<file path="src/rtl/phy_ctrl_pkg.sv">
package phy_ctrl_pkg;

  localparam int REG_W   = 8;
  localparam int ALIASES = 3;

  // Alias offset from a register's base address: write, set, clear.
  typedef enum logic [1:0] {
    OP_WRITE = 2'd0,
    OP_SET   = 2'd1,
    OP_CLEAR = 2'd2
  } alias_op_e;

  // Function control bit positions (decoded by the transceiver datapath).
  localparam int FC_RESET   = 5;
  localparam int FC_SUSP_N  = 6;
  localparam int FC_RSVD    = 7;

  function automatic logic [REG_W-1:0] apply_alias(
    input alias_op_e        op,
    input logic [REG_W-1:0] cur,
    input logic [REG_W-1:0] data
  );
    case (op)
      OP_SET:   return cur | data;
      OP_CLEAR: return cur & ~data;
      default:  return data;
    endcase
  endfunction

endpackage

</file>
<file path="src/rtl/ctrl_alias_decode.sv">
module ctrl_alias_decode
  import phy_ctrl_pkg::*;
#(
  parameter int                        ADDR_W = 6,
  parameter int                        NREG   = 2,
  parameter logic [NREG*ADDR_W-1:0]    BASES  = '0
) (
  input  logic [ADDR_W-1:0] addr,
  output logic [NREG-1:0]   hit,
  output alias_op_e         op [NREG]
);

  for (genvar i = 0; i < NREG; i++) begin : g_reg
    localparam logic [ADDR_W-1:0] BASE = BASES[i*ADDR_W +: ADDR_W];
    logic [ADDR_W-1:0] offset;

    always_comb begin
      offset = addr - BASE;
      hit[i] = (addr >= BASE) && (offset < ADDR_W'(ALIASES));
      op[i]  = alias_op_e'(offset[1:0]);
    end
  end

endmodule

</file>
<file path="src/rtl/ctrl_alias_reg.sv">
module ctrl_alias_reg
  import phy_ctrl_pkg::*;
#(
  parameter logic [REG_W-1:0] RESET_VAL = '0,
  parameter logic [REG_W-1:0] WMASK     = '1
) (
  input  logic             clk,
  input  logic             rst,
  input  logic             wr_en,
  input  alias_op_e        op,
  input  logic [REG_W-1:0] wdata,
  input  logic [REG_W-1:0] hw_set,
  input  logic [REG_W-1:0] hw_clr,
  output logic [REG_W-1:0] q
);

  logic [REG_W-1:0] sw_next;
  logic [REG_W-1:0] merged;

  always_comb begin
    sw_next = q;
    if (wr_en)
      sw_next = (apply_alias(op, q, wdata) & WMASK) | (RESET_VAL & ~WMASK);
    merged = (sw_next | (hw_set & WMASK)) & ~hw_clr;
  end

  always_ff @(posedge clk) begin
    if (rst) q <= RESET_VAL;
    else     q <= merged;
  end

  AST_IDLE_HOLD: assert property (@(posedge clk) disable iff (rst)
    (!wr_en && hw_set == '0 && hw_clr == '0) |=> $stable(q));

endmodule

</file>
<file path="src/rtl/ctrl_rst_seq.sv">
module ctrl_rst_seq #(
  parameter int RST_CYCLES = 16
) (
  input  logic clk,
  input  logic rst,
  input  logic rst_req,
  output logic dir,
  output logic core_rst,
  output logic rst_done,
  output logic rxcmd_req
);

  localparam int CNT_W = (RST_CYCLES > 1) ? $clog2(RST_CYCLES) : 1;
  localparam logic [CNT_W-1:0] LAST = CNT_W'(RST_CYCLES - 1);

  typedef enum logic [1:0] {S_IDLE, S_RESET, S_NOTIFY} seq_state_e;

  seq_state_e       state;
  logic [CNT_W-1:0] cnt;

  assign rst_done = (state == S_RESET) && (cnt == LAST);

  always_ff @(posedge clk) begin
    if (rst) begin
      state     <= S_IDLE;
      cnt       <= '0;
      dir       <= 1'b0;
      core_rst  <= 1'b0;
      rxcmd_req <= 1'b0;
    end else begin
      rxcmd_req <= 1'b0;
      case (state)
        S_IDLE: if (rst_req) begin
          state    <= S_RESET;
          cnt      <= '0;
          dir      <= 1'b1;
          core_rst <= 1'b1;
        end
        S_RESET: begin
          if (cnt == LAST) begin
            state    <= S_NOTIFY;
            dir      <= 1'b0;
            core_rst <= 1'b0;
          end else begin
            cnt <= cnt + 1'b1;
          end
        end
        S_NOTIFY: begin
          state     <= S_IDLE;
          rxcmd_req <= 1'b1;
        end
        default: state <= S_IDLE;
      endcase
    end
  end

  AST_CORE_RST_UNDER_DIR: assert property (@(posedge clk) disable iff (rst)
    core_rst |-> dir);
  AST_RXCMD_AFTER_DIR: assert property (@(posedge clk) disable iff (rst)
    $fell(dir) |=> rxcmd_req);
  AST_RXCMD_ONE_CYCLE: assert property (@(posedge clk) disable iff (rst)
    rxcmd_req |=> !rxcmd_req);

endmodule

</file>
<file path="src/rtl/phy_ctrl_regs.sv">
module phy_ctrl_regs
  import phy_ctrl_pkg::*;
#(
  parameter int              ADDR_W     = 6,
  parameter int              RST_CYCLES = 16,
  parameter logic [ADDR_W-1:0] FUNC_BASE = ADDR_W'(4),
  parameter logic [ADDR_W-1:0] INTF_BASE = ADDR_W'(7)
) (
  input  logic              clk,
  input  logic              rst,
  input  logic [ADDR_W-1:0] reg_addr,
  input  logic [REG_W-1:0]  reg_wdata,
  input  logic              reg_we,
  output logic [REG_W-1:0]  reg_rdata,
  input  logic              stp,
  output logic              dir,
  output logic              core_rst,
  output logic              rxcmd_req,
  output logic              suspend_n,
  output logic [1:0]        op_mode,
  output logic              term_sel,
  output logic [1:0]        xcvr_sel,
  output logic [REG_W-1:0]  intf_reg
);

  localparam int NREG = 2;
  localparam int IDX_FUNC = 0;
  localparam int IDX_INTF = 1;
  localparam logic [NREG*ADDR_W-1:0] BASES = {INTF_BASE, FUNC_BASE};
  localparam logic [REG_W-1:0] FUNC_RST_VAL = 8'h41;
  localparam logic [REG_W-1:0] FUNC_WMASK   = ~(REG_W'(1) << FC_RSVD);
  localparam logic [REG_W-1:0] INTF_WMASK   = '1;
  localparam logic [REG_W-1:0] BIT_SUSP     = REG_W'(1) << FC_SUSP_N;
  localparam logic [REG_W-1:0] BIT_RESET    = REG_W'(1) << FC_RESET;

  logic [NREG-1:0]  hit;
  alias_op_e        op [NREG];
  logic [REG_W-1:0] func_q;
  logic [REG_W-1:0] intf_q;
  logic             wr_ok;
  logic             wake;
  logic             rst_done;

  assign wr_ok = reg_we & ~dir;
  assign wake  = stp & ~func_q[FC_SUSP_N];

  ctrl_alias_decode #(
    .ADDR_W (ADDR_W),
    .NREG   (NREG),
    .BASES  (BASES)
  ) u_decode (
    .addr (reg_addr),
    .hit  (hit),
    .op   (op)
  );

  ctrl_alias_reg #(
    .RESET_VAL (FUNC_RST_VAL),
    .WMASK     (FUNC_WMASK)
  ) u_func (
    .clk    (clk),
    .rst    (rst),
    .wr_en  (wr_ok & hit[IDX_FUNC]),
    .op     (op[IDX_FUNC]),
    .wdata  (reg_wdata),
    .hw_set (wake ? BIT_SUSP : '0),
    .hw_clr (rst_done ? BIT_RESET : '0),
    .q      (func_q)
  );

  ctrl_alias_reg #(
    .RESET_VAL ('0),
    .WMASK     (INTF_WMASK)
  ) u_intf (
    .clk    (clk),
    .rst    (rst),
    .wr_en  (wr_ok & hit[IDX_INTF]),
    .op     (op[IDX_INTF]),
    .wdata  (reg_wdata),
    .hw_set ('0),
    .hw_clr ('0),
    .q      (intf_q)
  );

  ctrl_rst_seq #(
    .RST_CYCLES (RST_CYCLES)
  ) u_seq (
    .clk       (clk),
    .rst       (rst),
    .rst_req   (func_q[FC_RESET]),
    .dir       (dir),
    .core_rst  (core_rst),
    .rst_done  (rst_done),
    .rxcmd_req (rxcmd_req)
  );

  always_ff @(posedge clk) begin
    if (rst)                reg_rdata <= '0;
    else if (hit[IDX_FUNC]) reg_rdata <= func_q;
    else if (hit[IDX_INTF]) reg_rdata <= intf_q;
    else                    reg_rdata <= '0;
  end

  assign suspend_n = func_q[FC_SUSP_N];
  assign op_mode   = func_q[4:3];
  assign term_sel  = func_q[2];
  assign xcvr_sel  = func_q[1:0];
  assign intf_reg  = intf_q;

  AST_RSVD_ZERO: assert property (@(posedge clk) disable iff (rst)
    !func_q[FC_RSVD]);
  AST_DIR_BLOCKS_INTF: assert property (@(posedge clk) disable iff (rst)
    dir |=> $stable(intf_q));
  AST_DIR_BLOCKS_FUNC: assert property (@(posedge clk) disable iff (rst)
    (dir && !stp && !rst_done) |=> $stable(func_q));
  AST_STP_WAKES: assert property (@(posedge clk) disable iff (rst)
    (stp && !func_q[FC_SUSP_N]) |=> func_q[FC_SUSP_N]);
  AST_SELF_CLEAR: assert property (@(posedge clk) disable iff (rst)
    $fell(dir) |-> !func_q[FC_RESET]);

endmodule

</file>
<file path="config.mk">
export PLATFORM = sky130hd
export DESIGN_NAME = phy_ctrl_regs
export DESIGN_NICKNAME = d
export VERILOG_FILES = /design/src/rtl/phy_ctrl_pkg.sv /design/src/rtl/ctrl_alias_decode.sv /design/src/rtl/ctrl_alias_reg.sv /design/src/rtl/ctrl_rst_seq.sv /design/src/rtl/phy_ctrl_regs.sv
export SDC_FILE = /design/constraint.sdc
export NUM_CORES = 1
export LEC_CHECK = 0
export ABC_AREA = 0
export BUFFER_PORTS_ARGS = -buffer_cell sky130_fd_sc_hd__buf_2
export CORE_UTILIZATION = 45
export DETAILED_ROUTE_END_ITERATION = 8
export GPL_TIMING_DRIVEN = 0
export PLACE_DENSITY = 0.82
export SETUP_SLACK_MARGIN = 0.4
export SYNTH_ARGS = -nofsm -noshare
export SYNTH_HDL_FRONTEND = slang
export SYNTH_SLANG_ARGS = --single-unit
</file>
<file path="constraint.sdc">
create_clock -name clk -period 3.8 [get_ports clk]
set_input_delay 0.76 -clock clk [delete_from_list [all_inputs] [get_ports clk]]
set_output_delay 0.76 -clock clk [all_outputs]
set_load 0.005 [all_outputs]
</file>
== Yosys cells after proc, flatten, opt, wreduce, memory -nomap -nowiden ==
Index checks and enable logic that the tools add are counted.
Word-level totals
  register bits: 32
  input port bits: 18
  output and inout port bits: 25
  logic and storage cells: 63
Cells by class
  $add $sub $neg: 3
  magnitude comparators: 4
  equal/unequal tests: 10
  muxes and demuxes: 17
  bitwise gates (word level): 14
  reduce and logical (&&, ||, !) cells: 8
Operator list (number)
  8-bit two-way mux: 3
  8-bit AND: 2
  8-bit one-hot mux with 2 select lines: 1
  7-bit one-hot mux with 2 select lines: 1
  6-bit by 3-bit >= comparator with 1-bit output (second input constant): 2
  6-bit by 2-bit less-than comparator with 1-bit output (second input constant): 2
  6-bit by 3-bit subtractor with 6-bit output (second input constant): 2
  4-bit two-way mux: 2
  6-bit inverter with 8-bit output: 1
  8-bit inverter: 1
  8-bit by 7-bit bitwise OR with 8-bit output: 1
  8-bit bitwise OR: 1
  4-bit one-hot mux with 2 select lines: 1
  7-bit AND: 1
  7-bit two-way mux: 1
  7-bit bitwise OR: 1
  2-bit by 1-bit == test with 1-bit output (second input constant): 3
  2-bit == test (second input constant): 3
  6-bit two-way mux: 1
  2-bit != test (second input constant): 3
  3-bit AND reduction: 2
  4-bit by 1-bit adder with 4-bit output (second input constant): 1
  1-bit AND: 4
  4-bit == test (second input constant): 1
  other kinds (9): 15

== Longest topological paths before layout ==
Gate-level depths: netlist of run 1.
  word-level depth: 7
  depth in mapped cells: 7
  mapped depth without buffers: 6

== Hierarchy ==
A second synthesis of run 1 with hierarchy kept.
Unflattened totals
  cell total of the unflattened synthesis: 232
  area total of the unflattened synthesis: 2009.4 um^2
By module, submodules not included
  ctrl_alias_reg at u_intf: instances 1, cells each 75, area each 656.9 um^2, sequential area each 160.2 um^2
  ctrl_alias_reg at u_func: instances 1, cells each 65, area each 540.5 um^2, sequential area each 160.2 um^2
  ctrl_rst_seq: instances 1, cells each 37, area each 359.1 um^2, sequential area each 160.2 um^2
  phy_ctrl_regs: instances 1, cells each 39, area each 339.1 um^2, sequential area each 160.2 um^2
  ctrl_alias_decode: instances 1, cells each 16, area each 113.9 um^2, sequential area each 0.0 um^2

== Worst setup path after synthesis of run 1 ==
OpenSTA, ideal clock, no wires.
  path kind: input port to flip-flop
  start: input port reg_addr[0]
  end: register u_intf.q[1]
  library setup time: 146 ps
  arrival: 2058 ps
  required time: 3654 ps
  slack: 1596 ps
  cell stages on the path: 7
  path buffers: 1
  cells stage by stage: inv_1 ha_1 or2_2 nor3_2 and3_1 buf_4 a311oi_1
On the way
  cells in the longest elaborated chain, start to end: 4
  elaborated cells between the ends (all ways): 8
Ends and longest elaborated chain
  start, declared: RTL line phy_ctrl_regs.sv:11  | input logic [ADDR_W-1:0] reg_addr,
  6-bit by 3-bit subtractor with 6-bit output: RTL line ctrl_alias_decode.sv:18  | offset = addr - BASE;
  6-bit by 2-bit less-than comparator with 1-bit output: RTL line ctrl_alias_decode.sv:19  | hit[i] = (addr >= BASE) && (offset < ADDR_W'(ALIASES));
  1-bit logical AND: RTL line ctrl_alias_decode.sv:19
  1-bit AND: RTL line phy_ctrl_regs.sv:77  | .wr_en (wr_ok & hit[IDX_INTF]),
  end signal, assigned: RTL line ctrl_alias_reg.sv:29  | else q <= merged;
  end, declared: RTL line ctrl_alias_reg.sv:14  | output logic [REG_W-1:0] q
Several ways; a longest one is shown, not always the timed one.
A chain may end at the register's enable or synchronous reset.

== Worst setup path in the final report of run 1 ==
  start: input port reg_addr[0]
  end: register u_intf.q[7]
Same word-level chain as after synthesis.

==> flow_metrics.env, run 1 <==
export IMPL_multi_input_area_um2=935
export IMPL_fp_dieH_um=62.2
export IMPL_ys_ff_latch=31
export IMPL_synthAdderAreaFrac_pct=5.37
export IMPL_worst_pin_slew_ps=669
export IMPL_start_util_pct=47.7
export IMPL_rsz0062_at_grt="false"
export IMPL_gp_congestion=0.866
export IMPL_cts_sinks=31
export IMPL_wl_met3_um=279
export IMPL_drt_wl_total_um=3920
export IMPL_synth_compound_area_share_pct=24.0
export IMPL_setup_viol=0
export IMPL_dieArea_um2=3870
export IMPL_grt_max_degree=11
export IMPL_drive_gt1_share_pct=27.3
export IMPL_coreArea_um2=3420
export IMPL_endpoint_kind="flop"
export IMPL_grt_pass1_wl_um=6350
export IMPL_r2r_cells=5
export IMPL_path_max_fanout=9
export IMPL_ys_seq_area_share_pct=38.1
export IMPL_path_clk_slew_ps=100
export IMPL_netlist_area_leader_share_pct=38.1
export IMPL_hold_depth=2
export IMPL_syn_mean_instance_area_um2=9.21
export IMPL_wl_met1_um=1770
export IMPL_hold_class="flop to flop"
export IMPL_grt_ovfl_total=0
export IMPL_clkLatencyLatePin_ps=340
export IMPL_grt_pass1_vias=1375
export IMPL_portBuffers=42
export IMPL_antenna_left=0
export IMPL_arrival_ps=2490
export IMPL_io_pins=43
export IMPL_slowest_delay_ps=470
export IMPL_min_to="reg_rdata[4]"
export IMPL_cts_hold_buf=0
export IMPL_peakVddDrop_mv=0.114
export IMPL_drt_iter0_markers=152
export IMPL_dr_wl_met2_um=1800
export IMPL_fin_crit_sh_pct=60.4
export IMPL_die_w_um=62.2
export IMPL_clock_skew_final_ps=10.2
export IMPL_r2r_end="u_seq.cnt[2]"
export IMPL_cp_slowest_cell="nor3_2"
export IMPL_hold_violations=0
export IMPL_power_leakage_nw=0.773
export IMPL_synthCells=177
export IMPL_worstPathRequired_ps=3990
export IMPL_synth_xor_area_share_pct=7.90
export IMPL_crit_start="reg_addr[0]"
export IMPL_max_cap_viol_count=0
export IMPL_min_from="u_func.q[4]"
export IMPL_outcome="finished, final reports clean"
export IMPL_fin_tns_setup_ps=0
export IMPL_vias=1563
export IMPL_top_layer="met4"
export IMPL_rrSetupSlack_ps=2110
export IMPL_slew_headroom_pct=55.2
export IMPL_n_antenna_cell=0
export IMPL_synthesis_area_um2=1630
export IMPL_synthSimpleGateAreaFrac_pct=20.0
export IMPL_startpoint_type="primary input"
export IMPL_cts_tree="done"
export IMPL_nets=251
export IMPL_rows=21
export IMPL_post_cts_resized=0
export IMPL_r2r_start="u_seq.cnt[0]"
export IMPL_criticalPathCategory="primary input to flop"
export IMPL_power_mw=0.615
export IMPL_wl_per_cell_um=14.4
export IMPL_antenna_found_initial=0
export IMPL_maxSlewViolCount=0
export IMPL_cts_setup_buffers=0
export IMPL_synth_area_leaders="dfxtp_1, a311oi_1, ha_1"
export IMPL_cts_max_level=2
export IMPL_yosysWarningCount=0
export IMPL_cts_buffers=5
export IMPL_syn2layout_area_growth_pct=19.5
export IMPL_final_area_um2=1950
export IMPL_fill_cells=311
export IMPL_synth_top_family_by_area="compound AO/OA/AOI/OAI gates"
export IMPL_whs_ps=480
export IMPL_synth_cell_types=36
export IMPL_cts_root_buf="clkbuf_4"
export IMPL_crit_path_cell_trace="buf_2 -> inv_1 -> ha_1 -> or2_2 -> nor3_2 -> and3_1 -> buf_4 -> a311oi_1"
export IMPL_fin_crit_ps=2300
export IMPL_synth_nets=202
export IMPL_p_per_area_nw_per_um2=316
export IMPL_vias_per_cell=5.73
export IMPL_hpwl_um=2720
export IMPL_cts_max_path_buffers=2
export IMPL_track_usage_pct=20.8
export IMPL_placed_cell_area_um2=1900
export IMPL_register_area_um2=621
export IMPL_max_freq_mhz=435
export IMPL_yosysTopAreaCell="dfxtp_1"
export IMPL_synthMuxAreaShare_pct=0
export IMPL_remaining_drc_errors=0
export IMPL_firstDrtPassIters=4
-- state kept, by name, indices dropped and copies added (netlist names) --
signal	flops
reg_rdata	8
u_func.q	7
u_intf.q	8
u_seq.cnt	4
u_seq.core_rst	1
u_seq.rxcmd_req	1
u_seq.state	2
-- cell type report --
| type | instances | area share (%) |
|---|---|---|
| timing repair buffer | 42 | 10.8 |
| inverter | 5 | 0.963 |
| clock inverter | 1 | 0.257 |
| buffer | 11 | 2.89 |
| multi-input combinational | 130 | 48.0 |
| tap | 46 | 2.95 |
| sequential | 31 | 31.9 |
| clock buffer | 7 | 2.31 |
-- placed cells by master, fill, tap and decap left out, drive strengths merged, types with 2 or more instances in the layout --
master   instances
a31oi            2
a21boi           2
and3             4
xor2             2
nor3b            2
nand2            9
clkbuf          12
a2111oi          3
ha               7
nor3             2
buf             48
a311oi          12
nand4            8
nor2b            8
a21oi           14
xnor2           11
inv              5
a41oi            8
nor2             8
nand2b           8
dfxtp           31
nand3            2
o21ai            9
-- cell families (layout without fill, tap and decap cells) --
family / count (synthesis) / count (layout)
AOI/OAI and AO/OA: 55 / 55
xor gates and xnor gates: 13 / 13
adders and majority gates: 7 / 7
buffers and inverters: 16 / 66
DFF: 31 / 31
and+or+nand+nor: 55 / 55
-- worst max-delay path, delay by kind of cell --
kind	cells	cell delay [ps]
AND/OR/NAND/NOR	3	1030
buffers and inverters	3	390
adder cells (fa/ha/maj)	1	190
AO/OA/AOI/OAI	1	100
-- synthesized netlist by cell type, drive strengths merged --
cell type,instances
a2111oi,3
a21boi,2
a21o,1
a21oi,14
a311o,1
a311oi,12
a31o,1
a31oi,2
a41oi,8
and3,4
and3b,1
buf,6
clkbuf,5
dfxtp,31
ha,7
inv,5
nand2,9
nand2b,8
nand3,2
nand4,8
nor2,8
nor2b,8
nor3,2
nor3b,2
nor4,1
o21a,1
o21ai,9
o21bai,1
or2,1
or3,1
xnor2,11
xor2,2
-- per-stage QoR --
step                      worst slack, ps  utilization (%)  instances
after global placement               1190             55.6        265
after CTS                            1490             57.0        273
final                                1500             57.0        273
after floorplan                      1600                -        177
after global routing                 1320             57.0        273
after detailed placement             1130             55.6        265
-- power breakdown --
| part | internal [mW] | switching (mW) |
|---|---|---|
| clock | 0.0720 | 0.113 |
| sequential | 0.328 | 0.00316 |
| combinational | 0.0382 | 0.0605 |
| total | 0.439 | 0.177 |
-- how the worst max path moves through the flow --
stage	endpoint	slack (ps)	cells after the start
2_1_floorplan	u_intf.q[1]	1600	7
3_3_place_gp	u_intf.q[6]	1190	8
3_5_place_dp	u_intf.q[7]	1130	8
4_1_cts	u_intf.q[7]	1490	8
5_1_grt	u_intf.q[7]	1320	7
6_report	u_intf.q[7]	1500	8
-- routing by layer --
metal	vias up	global-route usage (%)
met2	65	33.8
li1	756	-
met3	9	4.41
met5	-	0
met4	0	11.0
met1	733	25.7
No activity file was read; power rests on OpenSTA's default activity.
==> run 2: changes to the inputs <==
- clock period: 3.8 -> 2.4 ns (I/O delays scaled with it)
==> run 2 against run 1 <==
Design area increased by 0.71%. Sequential power increased by 58%. Final cell count increased by 0.37%. Clock skew decreased by 2.8 ps. Worst setup slack got worse by 950 ps. Largest cell class unchanged. Die area unchanged.
==> flow_metrics.env, run 2 (same netlist as run 1, synthesis figures left out) <==
export IMPL_outcome="finished, final reports clean"
export IMPL_portBuffers=42
export IMPL_fin_tns_setup_ps=0
export IMPL_gp_congestion=0.866
export IMPL_fin_crit_ps=1840
export IMPL_cts_buffers=5
export IMPL_whs_ps=392
export IMPL_slowest_delay_ps=350
export IMPL_worst_pin_slew_ps=667
export IMPL_max_freq_mhz=542
export IMPL_io_pins=43
export IMPL_fill_cells=310
export IMPL_grt_pass1_wl_um=6420
export IMPL_hold_violations=0
export IMPL_final_area_um2=1960
export IMPL_place_ws_ps=9.39
export IMPL_grt_max_degree=11
export IMPL_cts_root_buf="clkbuf_4"
export IMPL_cts_hold_buf=0
export IMPL_slew_headroom_pct=55.3
export IMPL_clkLatencyLatePin_ps=340
export IMPL_drt_iter0_markers=141
export IMPL_nets=252
export IMPL_grt_pass1_vias=1395
export IMPL_switching_power_mw=0.282
export IMPL_path_clk_slew_ps=100
export IMPL_path_buf_inv=3
export IMPL_final_cell_mix="buf_2, dfxtp_1, a21oi_1, a311oi_1, xnor2_1"
export IMPL_fp_dieH_um=62.2
export IMPL_cts_tree="done"
export IMPL_rows=21
export IMPL_remaining_drc_errors=0
export IMPL_path_max_fanout=9
export IMPL_wl_per_cell_um=14.5
export IMPL_place_inst=265
export IMPL_final_cell_count_no_fill=274
export IMPL_max_cap_viol_count=0
export IMPL_crit_path_cell_trace="buf_2 -> inv_1 -> ha_1 -> or2_2 -> nor3_4 -> and3_1 -> buf_4 -> a311oi_1"
export IMPL_grt_ovfl_total=0
export IMPL_antenna_found_initial=0
export IMPL_vias=1582
export IMPL_die_w_um=62.2
export IMPL_worstPathRequired_ps=2590
export IMPL_final_common_cell="buf_2"
export IMPL_drt_wl_total_um=3960
export IMPL_placed_cell_area_um2=1900
export IMPL_antenna_left=0
export IMPL_startpoint_type="primary input"
export IMPL_reg_top3="reg_rdata (8), u_intf.q (8), u_func.q (7)"
export IMPL_dieArea_um2=3870
export IMPL_hpwl_um=2720
export IMPL_vias_per_cell=5.77
export IMPL_arrival_ps=2040
export IMPL_p_per_area_nw_per_um2=499
export IMPL_fin_crit_sh_pct=76.8
export IMPL_rsz0062_at_grt="false"
export IMPL_start_util_pct=47.7
export IMPL_peakVddDrop_mv=0.182
export IMPL_track_usage_pct=21.0
export IMPL_intPower_mw=0.696
export IMPL_syn2layout_area_growth_pct=20.3
export IMPL_power_share_sequential_pct=53.7
export IMPL_hold_class="primary input to flop"
export IMPL_power_frac_clock_pct=30.0
export IMPL_coreArea_um2=3420
export IMPL_comb_power_share_pct=16.4
export IMPL_n_antenna_cell=0
export IMPL_criticalPathCategory="primary input to flop"
export IMPL_cts_max_path_buffers=2
export IMPL_drive_gt1_share_pct=27.6
export IMPL_maxSlewViolCount=0
export IMPL_crit_family="simple AND/OR/NAND/NOR gates"
export IMPL_cp_slowest_cell="or2_2"
export IMPL_switching_share_pct=28.9
export IMPL_firstDrtPassIters=4
export IMPL_layout_setup_ws_ps=556
export IMPL_power_leakage_nw=0.780
export IMPL_cts_max_level=2
export IMPL_setup_viol=0
export IMPL_cts_sinks=31
export IMPL_clock_skew_final_ps=7.43
export IMPL_endpoint_kind="flop"
## run 2: layer usage
layer	global-route usage [%]	vias up	wire, µm
met5	0	-	0
met4	11.0	0	78
met1	25.9	742	1760
li1	-	757	-
met3	4.41	8	300
met2	34.3	75	1830
## run 2: what timing repair did
item                                    4_1_cts  5_1_grt
buffers inserted                              0        1
resized for setup                             1        0
pin swaps                                     0        2
endpoints found under the setup margin        8        8
hold endpoints to repair                      0        0
## run 2: worst paths after layout
| check | slack (ps) | start | end | cells after the start |
|---|---|---|---|---|
| max | 560 | reg_addr[0] | u_intf.q[7] | 8 |
| min | 390 | stp | u_func.q[6] | 3 |
| max reg2reg | 720 | u_seq.cnt[0] | u_seq.cnt[2] | 5 |
| min reg2reg | 480 | u_func.q[2] | reg_rdata[2] | 2 |
## run 2: cell type report
| type | count | area, µm² | area share, % |
|---|---|---|---|
| plain buffers | 11 | 56.3 | 2.87 |
| flip-flops and latches | 31 | 621 | 31.6 |
| repair buffers | 43 | 218 | 11.1 |
| inverters | 5 | 18.8 | 0.957 |
| multi-input cells | 130 | 941 | 48.0 |
| clock inverters | 1 | 5.00 | 0.255 |
| clock buffers | 7 | 45.0 | 2.30 |
| well taps | 46 | 57.6 | 2.93 |
## run 2: worst min-delay path, cell delays in order
cell	delay, ps
buf_2	80
nor2_1	30
o21ai_0	110
## run 2: through the flow
step / power, mW / utilization, %
2_1_floorplan: 0.632 / -
3_3_place_gp: 0.686 / 55.6
3_5_place_dp: 0.690 / 55.6
4_1_cts: 0.976 / 57.2
5_1_grt: 1.02 / 57.4
6_report: 0.978 / 57.4
## run 2: power by group through the flow
| stage | clock network, mW | registers [mW] | logic [mW] |
|---|---|---|---|
| after floorplan | 0 | 0.537 | 0.0953 |
| after global placement | 0 | 0.537 | 0.149 |
| after detailed placement | 0 | 0.537 | 0.153 |
| after CTS | 0.294 | 0.525 | 0.156 |
| after global routing | 0.316 | 0.526 | 0.174 |
| final | 0.293 | 0.525 | 0.160 |
==> run 3: changes to the inputs <==
- PLACE_DENSITY: 0.82 -> 0.85
- clock period: 2.4 -> 1.67 ns (I/O delays scaled with it)
==> run 3 against run 2 <==
Utilization rose by 16 points. Design area rose by 27%. Critical path depth fell by 2. Sequential share of layout area fell by 6.3 points. Register-to-register slack got worse by 520 ps. Largest power group unchanged. Highest routed layer unchanged.
==> flow_metrics.env, run 3 (same netlist as run 1, synthesis figures left out) <==
export IMPL_p_per_area_nw_per_um2=599
export IMPL_syn2layout_area_growth_pct=53.3
export IMPL_max_cap_viol_count=0
export IMPL_final_cell_count_no_fill=294
export IMPL_power_frac_clock_pct=26.4
export IMPL_rsz0062_at_grt="true"
export IMPL_cp_slowest_cell="dfxtp_4"
export IMPL_power_share_sequential_pct=50.4
export IMPL_clkLatencyLatePin_ps=330
export IMPL_hold_class="primary input to flop"
export IMPL_final_cell_mix="buf_2, dfxtp_1, buf_4, xnor2_1, buf_6"
export IMPL_vias=1717
export IMPL_cts_root_buf="clkbuf_4"
export IMPL_fin_crit_sh_pct=88.0
export IMPL_wl_per_cell_um=17.1
export IMPL_crit_path_frequent_cell="buf_6"
export IMPL_endpoint_kind="flop"
export IMPL_vias_per_cell=5.84
export IMPL_drt_iter0_markers=95
export IMPL_antenna_left=0
export IMPL_hpwl_um=2880
export IMPL_power_leakage_nw=0.959
export IMPL_slew_headroom_pct=60.0
export IMPL_register_area_um2=634
export IMPL_cts_tree="done"
export IMPL_final_common_cell="buf_2"
export IMPL_comb_power_share_pct=23.3
export IMPL_cts_buffers=5
export IMPL_drive_gt1_share_pct=49.2
export IMPL_firstDrtPassIters=4
export IMPL_antenna_found_initial=0
export IMPL_peakVddDrop_mv=0.350
export IMPL_place_inst=265
export IMPL_multi_input_area_um2=1190
export IMPL_hold_violations=0
export IMPL_grt_pass1_wl_um=7400
export IMPL_switching_share_pct=29.5
export IMPL_fin_tns_setup_ps=0
export IMPL_path_max_fanout=5
export IMPL_clock_skew_final_ps=6.14
export IMPL_intPower_mw=1.06
export IMPL_cts_max_path_buffers=2
export IMPL_crit_family="simple AND/OR/NAND/NOR gates"
export IMPL_coreArea_um2=3420
export IMPL_setup_viol=0
export IMPL_startpoint_type="flop"
export IMPL_worstPathRequired_ps=1930
export IMPL_reg_top3="reg_rdata (8), u_intf.q (8), u_func.q (7)"
export IMPL_grt_max_degree=11
export IMPL_slowest_delay_ps=370
export IMPL_outcome="finished, final reports clean"
export IMPL_n_antenna_cell=0
export IMPL_worst_pin_slew_ps=600
export IMPL_power_mw=1.50
export IMPL_rrSetupSlack_ps=200
export IMPL_fin_crit_ps=1470
export IMPL_portBuffers=42
export IMPL_fp_dieH_um=62.2
export IMPL_maxSlewViolCount=0
export IMPL_crit_path_cell_trace="nand2b_4 -> nor4_4 -> buf_6 -> buf_6 -> a41oi_2 -> a311oi_2"
export IMPL_remaining_drc_errors=0
export IMPL_fill_cells=237
export IMPL_cts_sinks=31
export IMPL_die_w_um=62.2
export IMPL_crit_start="u_seq.core_rst"
export IMPL_min_from="stp"
export IMPL_start_util_pct=47.7
export IMPL_max_freq_mhz=680
export IMPL_path_clk_slew_ps=90
export IMPL_criticalPathCategory="flop to flop"
export IMPL_switching_power_mw=0.442
export IMPL_dieArea_um2=3870
export IMPL_grt_pass1_vias=1493
export IMPL_rows=21
export IMPL_track_usage_pct=24.7
export IMPL_nets=274
export IMPL_path_buf_inv=2
export IMPL_drt_wl_total_um=5040
export IMPL_cts_max_level=2
export IMPL_io_pins=43
export IMPL_r2r_start="u_seq.core_rst"
export IMPL_gp_congestion=0.826
export IMPL_arrival_ps=1730
export IMPL_grt_ovfl_total=0
==> run 3: cell count changes in the layout (fill, tap and decap cells not counted), moves of 4 or more <==
cell	previous run	this run
buf_6	0	10
a21oi_2	0	6
buf_4	4	18
a21oi_1	14	7
a41oi_2	0	5
buf_2	45	40
ha_1	7	3
dfxtp_1	31	26
a41oi_1	8	3
==> run 3: layout make-up <==
cell class	instances	share of cell area (%)
inverter	5	1.25
buffer	11	3.50
clock buffer	6	1.65
timing repair buffer	65	18.1
multi-input combinational	130	47.8
tap	46	2.30
sequential	31	25.4
==> run 3: path summary, 6_finish.rpt <==
check,endpoint,cells after the start
setup / recovery,u_intf.q[4],6
setup reg to reg,u_intf.q[4],6
hold / removal,u_func.q[6],3
hold reg to reg,reg_rdata[3],2
==> run 3: power groups by stage <==
stage          Clock, mW  Sequential (mW)  Combinational (mW)
6_report           0.395            0.754               0.349
5_1_grt            0.443            0.755               0.370
4_1_cts            0.392            0.757               0.294
3_5_place_dp           0            0.773               0.250
3_3_place_gp           0            0.773               0.246
2_1_floorplan          0            0.772               0.159
==> run 3: through the flow <==
stage	hold slack, ps	setup slack, ps	utilization (%)	cell area, µm²
floorplan	459	197	-	1800
global route	255	115	73.2	2500
global placement	473	-247	60.6	2070
CTS	263	211	67.8	2310
detailed placement	471	-295	60.6	2070
finish	258	200	73.2	2500
==> run 3: worst min-delay path, delay by kind of cell <==
family / cells / cell delay (ps)
AOI/OAI and AO/OA: 1 / 100
buffers and inverters: 1 / 80
and+or+nand+nor: 1 / 40
==> run 3: routing by layer <==
layer | vias to the layer above | share of wire, % | GRT usage [%]
met2 | 91 | 49 | 38.9
met5 | - | 0 | 0
met4 | 0 | 2.0 | 9.01
li1 | 801 | - | -
met3 | 14 | 7.3 | 6.07
met1 | 811 | 42 | 32.5
==> run 3: what timing repair did <==
| item | in CTS | in global routing |
|---|---|---|
| gates resized for setup | 25 | 23 |
| pin swaps | 13 | 18 |
| hold buffers | 0 | 0 |
| cloned | 1 | 1 |
| buffers inserted | 12 | 9 |
| endpoints found under the setup margin | 27 | 28 |
